===== config.mk =====
export PLATFORM = sky130hd
export DESIGN_NAME = rd_lock_arb
export DESIGN_NICKNAME = d
export VERILOG_FILES = /design/src/rtl/rd_arb_pkg.sv /design/src/rtl/rr_pick.sv /design/src/rtl/lock_fsm.sv /design/src/rtl/rd_path_mux.sv /design/src/rtl/rd_lock_arb.sv
export SDC_FILE = /design/constraint.sdc
export NUM_CORES = 1
export LEC_CHECK = 0
export BUFFER_PORTS_ARGS = -buffer_cell sky130_fd_sc_hd__clkbuf_2
export CAP_MARGIN = 25
export CORE_AREA = 4 4 121 123
export CTS_BUF_LIST = sky130_fd_sc_hd__clkbuf_2
export CTS_CLUSTER_DIAMETER = 80
export CTS_CLUSTER_SIZE = 40
export DETAILED_ROUTE_END_ITERATION = 10
export DIE_AREA = 0 0 125 127
export GPL_ROUTABILITY_DRIVEN = 0
export SETUP_SLACK_MARGIN = 0.05
export SYNTH_ARGS = -nofsm -noshare
export SYNTH_HDL_FRONTEND = slang
export SYNTH_SLANG_ARGS = --single-unit

===== constraint.sdc =====
create_clock -name clk -period 4.6 [get_ports clk]
set_input_delay 0.92 -clock clk [delete_from_list [all_inputs] [get_ports clk]]
set_output_delay 0.92 -clock clk [all_outputs]
set_load 0.01 [all_outputs]

===== src/rtl/rd_arb_pkg.sv =====
package rd_arb_pkg;
  typedef enum logic [1:0] {
    ARB_IDLE = 2'd0,
    ARB_ADDR = 2'd1,
    ARB_DATA = 2'd2
  } arb_state_e;
endpackage


===== src/rtl/rr_pick.sv =====
module rr_pick #(
  parameter int NUM_PORTS = 4,
  parameter int IDX_W     = 2
) (
  input  logic [NUM_PORTS-1:0] req,
  input  logic [IDX_W-1:0]     ptr,
  output logic                 found,
  output logic [IDX_W-1:0]     win
);
  // Walk offsets from far to near so the nearest requester at or after ptr wins.
  always_comb begin
    found = 1'b0;
    win   = '0;
    for (int k = NUM_PORTS - 1; k >= 0; k--) begin
      int idx;
      idx = (int'(ptr) + k) % NUM_PORTS;
      if (req[IDX_W'(idx)]) begin
        found = 1'b1;
        win   = IDX_W'(idx);
      end
    end
  end
endmodule


===== src/rtl/lock_fsm.sv =====
module lock_fsm
  import rd_arb_pkg::*;
#(
  parameter int NUM_PORTS = 4,
  parameter int IDX_W     = 2
) (
  input  logic             clk,
  input  logic             rst_n,
  input  logic             pick_found,
  input  logic [IDX_W-1:0] pick_win,
  input  logic             ar_hs,
  input  logic             r_end,
  output arb_state_e       st_q,
  output logic [IDX_W-1:0] sel_q,
  output logic [IDX_W-1:0] ptr_q
);
  localparam logic [IDX_W-1:0] LAST_IDX = IDX_W'(NUM_PORTS - 1);

  arb_state_e       st_d;
  logic [IDX_W-1:0] sel_d;
  logic [IDX_W-1:0] ptr_d;
  logic             upd_en;

  always_comb begin
    st_d  = st_q;
    sel_d = sel_q;
    ptr_d = ptr_q;
    case (st_q)
      ARB_IDLE: begin
        if (pick_found) begin
          st_d  = ARB_ADDR;
          sel_d = pick_win;
        end
      end
      ARB_ADDR: begin
        if (ar_hs) begin
          st_d  = ARB_DATA;
          ptr_d = (sel_q == LAST_IDX) ? '0 : sel_q + IDX_W'(1);
        end
      end
      ARB_DATA: begin
        if (r_end) st_d = ARB_IDLE;
      end
      default: st_d = ARB_IDLE;
    endcase
  end

  assign upd_en = (st_d != st_q);

  always_ff @(posedge clk or negedge rst_n) begin
    if (!rst_n) begin
      st_q  <= ARB_IDLE;
      sel_q <= '0;
      ptr_q <= '0;
    end else if (upd_en) begin
      st_q  <= st_d;
      sel_q <= sel_d;
      ptr_q <= ptr_d;
    end
  end

  AST_IDLE_AFTER_LAST: assert property (@(posedge clk) disable iff (!rst_n)
    (st_q == ARB_DATA && r_end) |=> (st_q == ARB_IDLE));
  AST_SEL_HELD: assert property (@(posedge clk) disable iff (!rst_n)
    (st_q != ARB_IDLE) |=> $stable(sel_q));
  AST_PTR_AFTER_GRANT: assert property (@(posedge clk) disable iff (!rst_n)
    (st_q == ARB_ADDR && ar_hs) |=>
      (ptr_q == (($past(sel_q) == LAST_IDX) ? '0 : $past(sel_q) + IDX_W'(1))));
  AST_DATA_ONLY_FROM_ADDR: assert property (@(posedge clk) disable iff (!rst_n)
    $rose(st_q == ARB_DATA) |-> ($past(st_q) == ARB_ADDR));
endmodule


===== src/rtl/rd_path_mux.sv =====
module rd_path_mux
  import rd_arb_pkg::*;
#(
  parameter int NUM_PORTS = 4,
  parameter int IDX_W     = 2,
  parameter int ADDR_W    = 32,
  parameter int LEN_W     = 8,
  parameter int ID_W      = 4
) (
  input  arb_state_e                  st,
  input  logic [IDX_W-1:0]            sel,
  input  logic [NUM_PORTS-1:0]        m_arvalid,
  input  logic [NUM_PORTS*ADDR_W-1:0] m_araddr,
  input  logic [NUM_PORTS*LEN_W-1:0]  m_arlen,
  input  logic [NUM_PORTS*ID_W-1:0]   m_arid,
  input  logic [NUM_PORTS-1:0]        m_rready,
  input  logic                        s_arready,
  input  logic                        s_rvalid,
  output logic [NUM_PORTS-1:0]        m_arready,
  output logic [NUM_PORTS-1:0]        m_rvalid,
  output logic                        s_arvalid,
  output logic [ADDR_W-1:0]           s_araddr,
  output logic [LEN_W-1:0]            s_arlen,
  output logic [ID_W-1:0]             s_arid,
  output logic                        s_rready
);
  logic in_addr;
  logic in_data;

  assign in_addr = (st == ARB_ADDR);
  assign in_data = (st == ARB_DATA);

  assign s_arvalid = in_addr & m_arvalid[sel];
  assign s_araddr  = m_araddr[sel*ADDR_W +: ADDR_W];
  assign s_arlen   = m_arlen[sel*LEN_W +: LEN_W];
  assign s_arid    = m_arid[sel*ID_W +: ID_W];
  assign s_rready  = in_data & m_rready[sel];

  for (genvar i = 0; i < NUM_PORTS; i++) begin : g_port
    logic hit;
    assign hit          = (sel == IDX_W'(i));
    assign m_arready[i] = in_addr & hit & s_arready;
    assign m_rvalid[i]  = in_data & hit & s_rvalid;
  end
endmodule


===== src/rtl/rd_lock_arb.sv =====
module rd_lock_arb
  import rd_arb_pkg::*;
#(
  parameter int NUM_PORTS = 4,
  parameter int ADDR_W    = 32,
  parameter int LEN_W     = 8,
  parameter int ID_W      = 4,
  parameter int DATA_W    = 32
) (
  input  logic                        clk,
  input  logic                        rst_n,
  input  logic [NUM_PORTS-1:0]        m_arvalid,
  output logic [NUM_PORTS-1:0]        m_arready,
  input  logic [NUM_PORTS*ADDR_W-1:0] m_araddr,
  input  logic [NUM_PORTS*LEN_W-1:0]  m_arlen,
  input  logic [NUM_PORTS*ID_W-1:0]   m_arid,
  output logic [NUM_PORTS-1:0]        m_rvalid,
  input  logic [NUM_PORTS-1:0]        m_rready,
  output logic [DATA_W-1:0]           m_rdata,
  output logic [1:0]                  m_rresp,
  output logic                        m_rlast,
  output logic [ID_W-1:0]             m_rid,
  output logic                        s_arvalid,
  input  logic                        s_arready,
  output logic [ADDR_W-1:0]           s_araddr,
  output logic [LEN_W-1:0]            s_arlen,
  output logic [ID_W-1:0]             s_arid,
  input  logic                        s_rvalid,
  output logic                        s_rready,
  input  logic [DATA_W-1:0]           s_rdata,
  input  logic [1:0]                  s_rresp,
  input  logic                        s_rlast,
  input  logic [ID_W-1:0]             s_rid
);
  localparam int IDX_W = (NUM_PORTS > 1) ? $clog2(NUM_PORTS) : 1;

  arb_state_e       st_q;
  logic [IDX_W-1:0] sel_q;
  logic [IDX_W-1:0] ptr_q;
  logic             pick_found;
  logic [IDX_W-1:0] pick_win;
  logic             ar_hs;
  logic             r_end;

  assign ar_hs = s_arvalid & s_arready;
  assign r_end = s_rvalid & s_rready & s_rlast;

  rr_pick #(.NUM_PORTS(NUM_PORTS), .IDX_W(IDX_W)) u_pick (
    .req   (m_arvalid),
    .ptr   (ptr_q),
    .found (pick_found),
    .win   (pick_win)
  );

  lock_fsm #(.NUM_PORTS(NUM_PORTS), .IDX_W(IDX_W)) u_fsm (
    .clk        (clk),
    .rst_n      (rst_n),
    .pick_found (pick_found),
    .pick_win   (pick_win),
    .ar_hs      (ar_hs),
    .r_end      (r_end),
    .st_q       (st_q),
    .sel_q      (sel_q),
    .ptr_q      (ptr_q)
  );

  rd_path_mux #(
    .NUM_PORTS(NUM_PORTS), .IDX_W(IDX_W), .ADDR_W(ADDR_W),
    .LEN_W(LEN_W), .ID_W(ID_W)
  ) u_mux (
    .st        (st_q),
    .sel       (sel_q),
    .m_arvalid (m_arvalid),
    .m_araddr  (m_araddr),
    .m_arlen   (m_arlen),
    .m_arid    (m_arid),
    .m_rready  (m_rready),
    .s_arready (s_arready),
    .s_rvalid  (s_rvalid),
    .m_arready (m_arready),
    .m_rvalid  (m_rvalid),
    .s_arvalid (s_arvalid),
    .s_araddr  (s_araddr),
    .s_arlen   (s_arlen),
    .s_arid    (s_arid),
    .s_rready  (s_rready)
  );

  // Response payload is common to all masters; only valid is steered.
  assign m_rdata = s_rdata;
  assign m_rresp = s_rresp;
  assign m_rlast = s_rlast;
  assign m_rid   = s_rid;

  AST_ARREADY_ONEHOT: assert property (@(posedge clk) disable iff (!rst_n)
    $onehot0(m_arready));
  AST_RVALID_ONEHOT: assert property (@(posedge clk) disable iff (!rst_n)
    $onehot0(m_rvalid));
  AST_NO_ADDR_IN_DATA: assert property (@(posedge clk) disable iff (!rst_n)
    (st_q == ARB_DATA) |-> !s_arvalid);
  AST_NO_ADDR_AFTER_LAST: assert property (@(posedge clk) disable iff (!rst_n)
    r_end |=> !s_arvalid);
  AST_GRANT_REQUESTER: assert property (@(posedge clk) disable iff (!rst_n)
    (st_q == ARB_IDLE && pick_found) |-> m_arvalid[pick_win]);
  AST_IDLE_QUIET: assert property (@(posedge clk) disable iff (!rst_n)
    (st_q == ARB_IDLE) |-> (!s_arvalid && !s_rready && m_arready == '0 && m_rvalid == '0));
  AST_RREADY_FROM_LOCKED: assert property (@(posedge clk) disable iff (!rst_n)
    (st_q == ARB_DATA) |-> (s_rready == m_rready[sel_q]));
endmodule


# Yosys cells after proc, flatten, opt, wreduce, memory -nomap -nowiden
# Cells that the tools add are included.
# word_totals
ff_bits	6
inputBits	227
output_inout_bits	93
elab_cells	75
# op_classes
add_sub_neg	4
magnitude_cmp	5
eq_ne	6
shifts	3
muxes	29
n_bitwise	21
n_reduce_logical	4
# op_table
op	count
$shiftx A128 B8 Y32	1
$shiftx A32 B6 Y8	1
$and A1 B1 Y1	21
$lt A2 B4 Y1 const B	4
$mux W2	8
$shiftx A16 B5 Y4	1
$mux W1	14
$bmux W1 S2	6
$eq A2 B2 Y1 const B	3
$pmux W2 S3	1
$reduce_and A3 Y1	2
$add A2 B1 Y2 const B	2
$add A2 B2 Y2 const B	2
$eq A2 B1 Y1 const B	2
$logic_not A2 Y1	2
$lt A2 B3 Y1 const B	1
$ne A2 B2 Y1	1

# Logic depth before layout (Yosys ltp)
# Gate-level depths: netlist (run 1).
# depth
ltp_word	12
mapped_depth	6
depth_no_buf	4

# Hierarchy
# From an unflattened synthesis (run 1), not the netlist that was laid out.
# unflattened
hier_cells	146
area_unflattened_um2	1905.6
# by_module_without_submodules
module	instances	cells_per_inst	area_per_inst_um2	seq_area_each_um2
rd_path_mux	1	73	1242.4	0.0
rd_lock_arb	1	41	305.3	0.0
lock_fsm	1	19	280.3	150.1
rr_pick	1	13	77.6	0.0

# Worst setup path before layout (run 1)
# No wires, ideal clock.
# synth_timing
path_type	input -> output
from	in m_arvalid[3]
to	out s_arvalid
arrival_time_ns	1.580
t_required_ns	3.680
setup_slack_ns	2.100
stages	2
path_buffers	0
cell_sequence	mux4_2 and2_1
# synth_via
elab_chain_len	3
# synth_rtl
element	line	rtl
from (decl)	rd_lock_arb.sv:12	input logic [NUM_PORTS-1:0] m_arvalid,
$bmux W1 S2	rd_path_mux.sv:33	assign s_arvalid = in_addr & m_arvalid[sel];
$mux W1 (implied by the code)	rd_path_mux.sv:33	
$and A1 B1 Y1	rd_path_mux.sv:33	
to (decl)	rd_lock_arb.sv:23	output logic s_arvalid,
# Every way passes these cells. The select of a mux whose other input is x is not followed.

# Final worst setup path (run 1)
# layout_timing
from	reg u_fsm.sel_q[1]
to	out s_araddr[1]
# layout_via
elab_chain_len	1
# layout_rtl
element	line	rtl
from (decl)	lock_fsm.sv:14	output logic [IDX_W-1:0] sel_q,
from (signal assigned)	lock_fsm.sv:57	sel_q <= sel_d;
$shiftx A128 B8 Y32	rd_path_mux.sv:34	assign s_araddr = m_araddr[sel*ADDR_W +: ADDR_W];
to (decl)	rd_lock_arb.sv:25	output logic [ADDR_W-1:0] s_araddr,
# Every way passes these cells.

==> summary.md, run 1 <==
| Metric | Value |
|---|---|
| Crit path launch type | `flop` |
| Core area | `13700 um2` |
| Largest net degree at the start of global routing | `53` |
| R2R depth | `3` |
| Fillers | `about 1500` |
| Vias per cell | `4.05` |
| Remaining Overflow, GRT | `0` |
| Die area | `15900 um2` |
| Drc violations | `0` |
| Worst rel slew slack | `42.2%` |
| Slowest cell on crit path | `dfrtp_2` |
| Post-synth top area cell | `mux4_2` |
| RR Startpoint | `u_fsm.sel_q[1]` |
| Row count | `43` |
| Max cap viols | `0` |
| Die height | `127 um` |
| Top cells by area, synth | `mux4_2, buf_4, dfrtp_1` |
| Busiest grt layer | `met2` |
| Initial antenna violation count | `1` |
| Drt first-iter violations | `60` |
| CTS Hold Bufs | `0` |
| Clock skew | `0.00346 ns` |
| Final worst path period need | `2.97 ns` |
| Initial core utilization | `13.5%` |
| Fin crit share | `between 60% and 70%` |
| Synth Flop Type | `dfrtp_1` |
| Seq pwr share | `13.4%` |
| Synthesized area per cell | `12.5 um2` |
| DR pass1 iterations | `4` |
| Fmax | `0.337 GHz` |
| Final Max Tran Viols | `0` |
| Total global-route track usage | `approximately 10%` |
| Max FO, Critical Path | `37` |
| Crit Path Category | `flop to output pin` |
| Top-count cell post-synth | `mux4_2` |
| # H-tree levels | `1` |
| CTS tree | `done` |
| Setup bufs post-CTS | `0` |
| Post-synth ARST share | `100%` |
| NumNets Final | `579` |
| VDD IR max | `0.000231 V` |
| First-pass GRT wire length | `approximately 13000 um` |
| Pwr Total | `roughly 1300 uW` |
| Critical path's top delay family | `flip-flops` |
| CP max stage delay | `0.94 ns` |
| HPWL after detailed placement | `8220 um` |
| Leakage | `about 0.0015 uW` |
| DRT Wirelength | `9000 um` |
| Die width | `125 um` |
| Share of cells above drive strength 1 | `85.9%` |
| Outcome | `complete, no violations` |
| Netlist Area Pre-Place | `1840 um2` |
| Sw Share | `between 40% and 50%` |
| Buffers on Ports | `243` |
| Setup violators final | `0` |
| Grt met2 use | `17.8%` |
| Post-CTS resize count | `0` |
| Antenna-violating nets left | `0` |
| Area growth from synthesis to layout | `61.7%` |
| Internal Pwr Total | `around 690 uW` |
| FF-to-FF End | `u_fsm.ptr_q[1]` |
| Netlist cell types | `25` |
| Critical Path Sink Type | `output pin` |
| Top post-synthesis cells by count | `mux4_2, buf_4, and3_1, buf_2` |
| Final Hold Fails | `0` |
| CTS Root Cell | `clkbuf_2` |
| CP Depth | `3` |
| Mapped Nets | `roughly 380` |
| CTS Buf Count | `3` |
| Worst-path clk slew | `0.07 ns` |
| Worst-Skew Late Latency | `approximately 0.22 ns` |
| Vias in the first global route | `2257` |
| CP Cell Sequence | `buf_4 > mux4_2 > clkbuf_2` |
| Met1 Use GR | `12.8%` |
| Routed len/inst | `17.0 um` |
| Post-synth top area share | `55.0%` |
| CP Buf/Inv Count | `2` |
| Worst Tran Pin Value | `0.867 ns` |
| #FFs+latches synth | `6` |
| RSZ-0062 raised after global routing | `false` |
| Data arrival time of the worst path | `roughly 2.1 ns` |
| PD cells | `427 nW/um2` |
| Met3 Use GR | `around 3.3%` |
| Post-Synthesis Cells | `148` |
| Setup tns final | `0 ns` |
| Min-Delay Path Class | `primary input to async pin` |
| Reg2Reg Setup Slack | `between 2 and 3 ns` |
| Clk sinks | `6` |
| Required time of the worst setup path | `3.68 ns` |
| Synth warn | `0` |
| Seq/Total Area, Yosys | `8.14%` |
| Number of I/O pins | `320` |
| Via count | `around 2100` |
| Clock group share of total power | `3.4%` |
| Net switching power | `586 uW` |
| Post-synth EDFFs | `0` |
| CTS Buffer Depth | `2` |
| Comb power frac | `a little over four fifths` |
## area by class of cell
class	count	area, um2	area share, %
timing repair buffer	245	1250	42.0
multi-input combinational	89	1320	44.1
tap	180	225	7.55
inverter	3	11.3	0.378
antenna	1	2.50	0.0839
clock buffer	4	20.0	0.671
sequential	6	155	5.20
## sequential cells by signal, indices dropped and copies added, names as in the netlist
name and cells:
u_fsm.st_q 2, u_fsm.ptr_q 2, u_fsm.sel_q 2
## layout by cell type (no fill, tap or decap), types with 2 or more instances in the layout
| cell | count |
|---|---|
| mux2i_1 | 2 |
| dfrtp_1 | 4 |
| clkbuf_2 | 247 |
| and3_1 | 8 |
| o21ai_0 | 3 |
| nor2_1 | 2 |
| inv_1 | 3 |
| a31oi_1 | 2 |
| a21oi_1 | 3 |
| nand2b_1 | 3 |
| nor2b_1 | 2 |
| ha_1 | 4 |
| mux4_2 | 45 |
| nand2_1 | 6 |
## per-stage QoR
stage          cell area, um2  hold slack, ns  util (%)  cells  setup WS (ns)
2_1_floorplan            1840           0.452         -    148           2.10
4_1_cts                  2950           0.502      21.6    526           1.38
5_1_grt                  2980           0.509      21.8    528           1.51
3_3_place_gp             2930           0.511      21.5    522           1.65
6_report                 2980           0.511      21.8    528           1.63
3_5_place_dp             2930           0.501      21.5    522           1.65
## cell families after synthesis
kind of cell             after synthesis  synth area share [%]
flip-flops                             6                  8.14
AND/OR/NAND/NOR                       25                  7.73
buffers and inverters                 53                  20.5
multiplexers                          49                  57.3
adder cells (fa/ha/maj)                4                  2.71
AO/OA/AOI/OAI                         11                  3.66
## worst reg2reg max path, cell delays in order (launching register included)
cell and delay (ns):
dfrtp_2 0.94, mux4_2 0.45, nand3_2 0.14, mux2_1 0.33
## power by group through the flow
stage	logic, uW	clock network, uW	registers, uW
after floorplan	788	0	103
after global placement	949	0	276
after detailed placement	955	0	275
after CTS	957	45.6	275
after global routing	1150	47.3	183
final	1060	43.1	171
## metal layers
layer  wire, um  vias up
met1       3310     1021
met3        971        4
met2       4700      157
met5          0        -
li1           -      959
met4         13        0
## how the worst max path moves through the flow
stage	from	slack, ns	to
floorplan	m_arvalid[3]	2.10	s_arvalid
global placement	u_fsm.sel_q[0]	1.65	s_arvalid
detailed placement	u_fsm.sel_q[0]	1.65	s_arvalid
CTS	u_fsm.sel_q[0]	1.38	s_arvalid
global route	u_fsm.sel_q[1]	1.51	s_araddr[8]
finish	u_fsm.sel_q[1]	1.63	s_araddr[1]
Note: power is estimated with default switching activity, not from simulation.
==> run 2: changes to the inputs <==
ABC_AREA = 1   (was default)
CORE_AREA = 4 4 123 125   (was 4 4 121 123)
DIE_AREA = 0 0 127 129   (was 0 0 125 127)
clock period = 2.95 ns   (was 4.6 ns; I/O delays follow)
==> run 2 against run 1 <==
Net effect: clock power grew 72%; non-clock buffer count up 6; sequential share of layout area shrank 0.47 points; die area rose by 3.2%; area after synthesis rose by 14%; wire length rose by 23%; worst setup slack got worse by 1.1 ns.
==> summary.md, run 2 <==
| Metric | Value |
|---|---|
| Fin util | `23.2%` |
| Post-synth ARST share | `100%` |
| Clk sinks | `6` |
| Largest net degree at the start of global routing | `68` |
| CTS Root Cell | `clkbuf_2` |
| Worst Tran Pin Value | `0.641 ns` |
| Routed len/inst | `approximately 14 um` |
| Netlist Area Pre-Place | `2110 um2` |
| Share of cells above drive strength 1 | `approximately 46%` |
| Netlist cell types | `23` |
| Top-count cell post-synth | `nor2_1` |
| Most common cell after layout, fill and taps aside | `clkbuf_2` |
| Sw Share | `between 60% and 70%` |
| Most frequent cells in the layout | `clkbuf_2, nor2_1, o21ai_0, o22ai_1, nand2_1` |
| Largest regs | `u_fsm.ptr_q: 2 flops, u_fsm.sel_q: 2 flops, u_fsm.st_q: 2 flops` |
| Setup bufs post-CTS | `0` |
| Max FO, Critical Path | `67` |
| CTS tree | `done` |
| Via count | `3399` |
| Post-CTS resize count | `0` |
| Synth warn | `0` |
| Die area | `16400 um2` |
| VDD IR max | `0.000304 V` |
| Crit Path Category | `flop to output pin` |
| Area growth from synthesis to layout | `52.7%` |
| NumNets Final | `roughly 800` |
| Setup violators final | `0` |
| PD cells | `between 800 and 900 nW/um2` |
| Critical Path Sink Type | `output pin` |
| Remaining Overflow, GRT | `0` |
| Net switching power | `1720 uW` |
| DRT Wirelength | `11100 um` |
| Internal Pwr Total | `1140 uW` |
| Clock skew | `0.00591 ns` |
| Setup tns final | `0 ns` |
| Final Hold Fails | `0` |
| CP Buf/Inv Count | `2` |
| Synthesized area per cell | `5.29 um2` |
| Required time of the worst setup path | `2.36 ns` |
| Top post-synthesis cells by count | `nor2_1, o21ai_0, o22ai_1` |
| Fin crit share | `80.6%` |
| Seq/Total Area, Yosys | `7.11%` |
| Comb power frac | `around 90%` |
| Fillers | `1625` |
| Synth Flop Type | `dfrtp_1` |
| Post-Synthesis Cells | `399` |
| Post-route insts no fill | `between 700 and 800` |
| Crit path launch type | `flop` |
| CTS Buffer Depth | `2` |
| Cells after DPL | `760` |
| Leakage | `0.00178 uW` |
| # H-tree levels | `1` |
| Antenna-violating nets left | `0` |
| HPWL after detailed placement | `9120 um` |
| DR pass1 iterations | `4` |
| Critical path's top delay family | `buffers and inverters` |
| Drc violations | `0` |
| Vias per cell | `4.45` |
| Post-synth EDFFs | `0` |
| Initial core utilization | `~15%` |
| RSZ-0062 raised after global routing | `false` |
| Post-synth top area share | `21.1%` |
| Mapped Nets | `630` |
| Core area | `between 10000 and 15000 um2` |
| CTS Buf Count | `3` |
| Hold slack | `around 0.18 ns` |
| Data arrival time of the worst path | `between 1.5 and 2 ns` |
| Total global-route track usage | `12.1%` |
| N_diodes | `0` |
| Buffers on Ports | `243` |
| First-pass GRT wire length | `16000 um` |
| Max cap viols | `0` |
| Worst rel slew slack | `57.3%` |
| Die height | `129 um` |
| Fmax | `0.421 GHz` |
| Initial antenna violation count | `0` |
| CP max stage delay | `approximately 0.53 ns` |
| Dpl ws | `0.838 ns` |
| Seq pwr share | `6.5%` |
| Die width | `roughly 130 um` |
| Min-Delay Path Class | `primary input to async pin` |
| Worst-Skew Late Latency | `about 0.24 ns` |
| Final Max Tran Viols | `0` |
| Outcome | `complete, no violations` |
| CP Cell Sequence | `buf_4 > o21ai_0 > o22ai_1 > clkbuf_2` |
| Setup ws final | `around 0.57 ns` |
| #FFs+latches synth | `6` |
| Row count | `43` |
| Final worst path period need | `approximately 2.4 ns` |
| Slowest cell on crit path | `buf_4` |
| Clock group share of total power | `2.6%` |
| Number of I/O pins | `320` |
| CTS Hold Bufs | `0` |
| Worst-path clk slew | `0.08 ns` |
| Vias in the first global route | `3119` |
| Top cells by area, synth | `o21ai_0, nor2_1, buf_4` |
| Drt first-iter violations | `133` |
| Post-synth top area cell | `o21ai_0` |
[run 2: changes by cell type in the layout (fill, tap and decap cells not counted), sizes merged, moves of 12 or more]
cell	delta
nor2	+101
o21ai	+88
mux4	-45
o22ai	+44
nand2	+38
inv	+13
nand3	+12
[run 2: path summary, 6_finish.rpt]
check,start,cells after the start,slack [ns],endpoint
min in group clk,u_fsm.st_q[1],2,0.56,u_fsm.st_q[1]
max in group asynchronous,rst_n,1,2.59,u_fsm.sel_q[1]
setup / recovery,u_fsm.sel_q[0],4,0.57,s_araddr[19]
setup reg to reg,u_fsm.sel_q[0],8,1.25,u_fsm.st_q[1]
hold / removal,rst_n,1,0.18,u_fsm.ptr_q[0]
hold reg to reg,u_fsm.st_q[1],2,0.56,u_fsm.st_q[1]
[run 2: cell families after synthesis]
family / synth area share (%)
AOI/OAI and AO/OA: 36.2
and+or+nand+nor: 30.7
DFF: 7.11
buffers and inverters: 23.7
adders and majority gates: 2.37
[run 2: worst register-to-register path, cell delays in order (launching register included)]
cell     delay (ns)
dfrtp_2        0.38
buf_4          0.53
nand2_1        0.14
nand3_1        0.12
nand2_1        0.06
nor3_2         0.15
nand3_1        0.09
nand3_1        0.07
nand2_1        0.05
[run 2: power groups by stage]
| stage | combinational [uW] | clock (uW) | sequential [uW] |
|---|---|---|---|
| 4_1_cts | 2630 | 75.9 | 186 |
| 5_1_grt | 2900 | 80.9 | 195 |
| 2_1_floorplan | 1750 | 0 | 157 |
| 3_3_place_gp | 2620 | 0 | 186 |
| 6_report | 2600 | 74.0 | 186 |
| 3_5_place_dp | 2620 | 0 | 189 |
[run 2: metrics by stage]
step,instance area [um2],total power [uW]
2_1_floorplan,2110,1900
3_3_place_gp,3200,2800
3_5_place_dp,3200,2810
4_1_cts,3220,2900
5_1_grt,3220,3170
6_report,3220,2860
[run 2: layer usage]
layer / track usage [%] / part of all wire [%]
met1: 13.4 / 37
met2: 23.3 / 50
met3: 2.74 / 10
met4: 3.22 / 2.2
met5: 0 / 0
[run 2: final cells by class]
type	instances	area [um2]	area share [%]
Timing Repair Buffer	251	1300	40.4
Tap cell	180	225	6.99
Multi-Input combinational cell	307	1460	45.3
Inverter	16	62.6	1.94
Clock buffer	4	20.0	0.621
Sequential cell	6	153	4.74
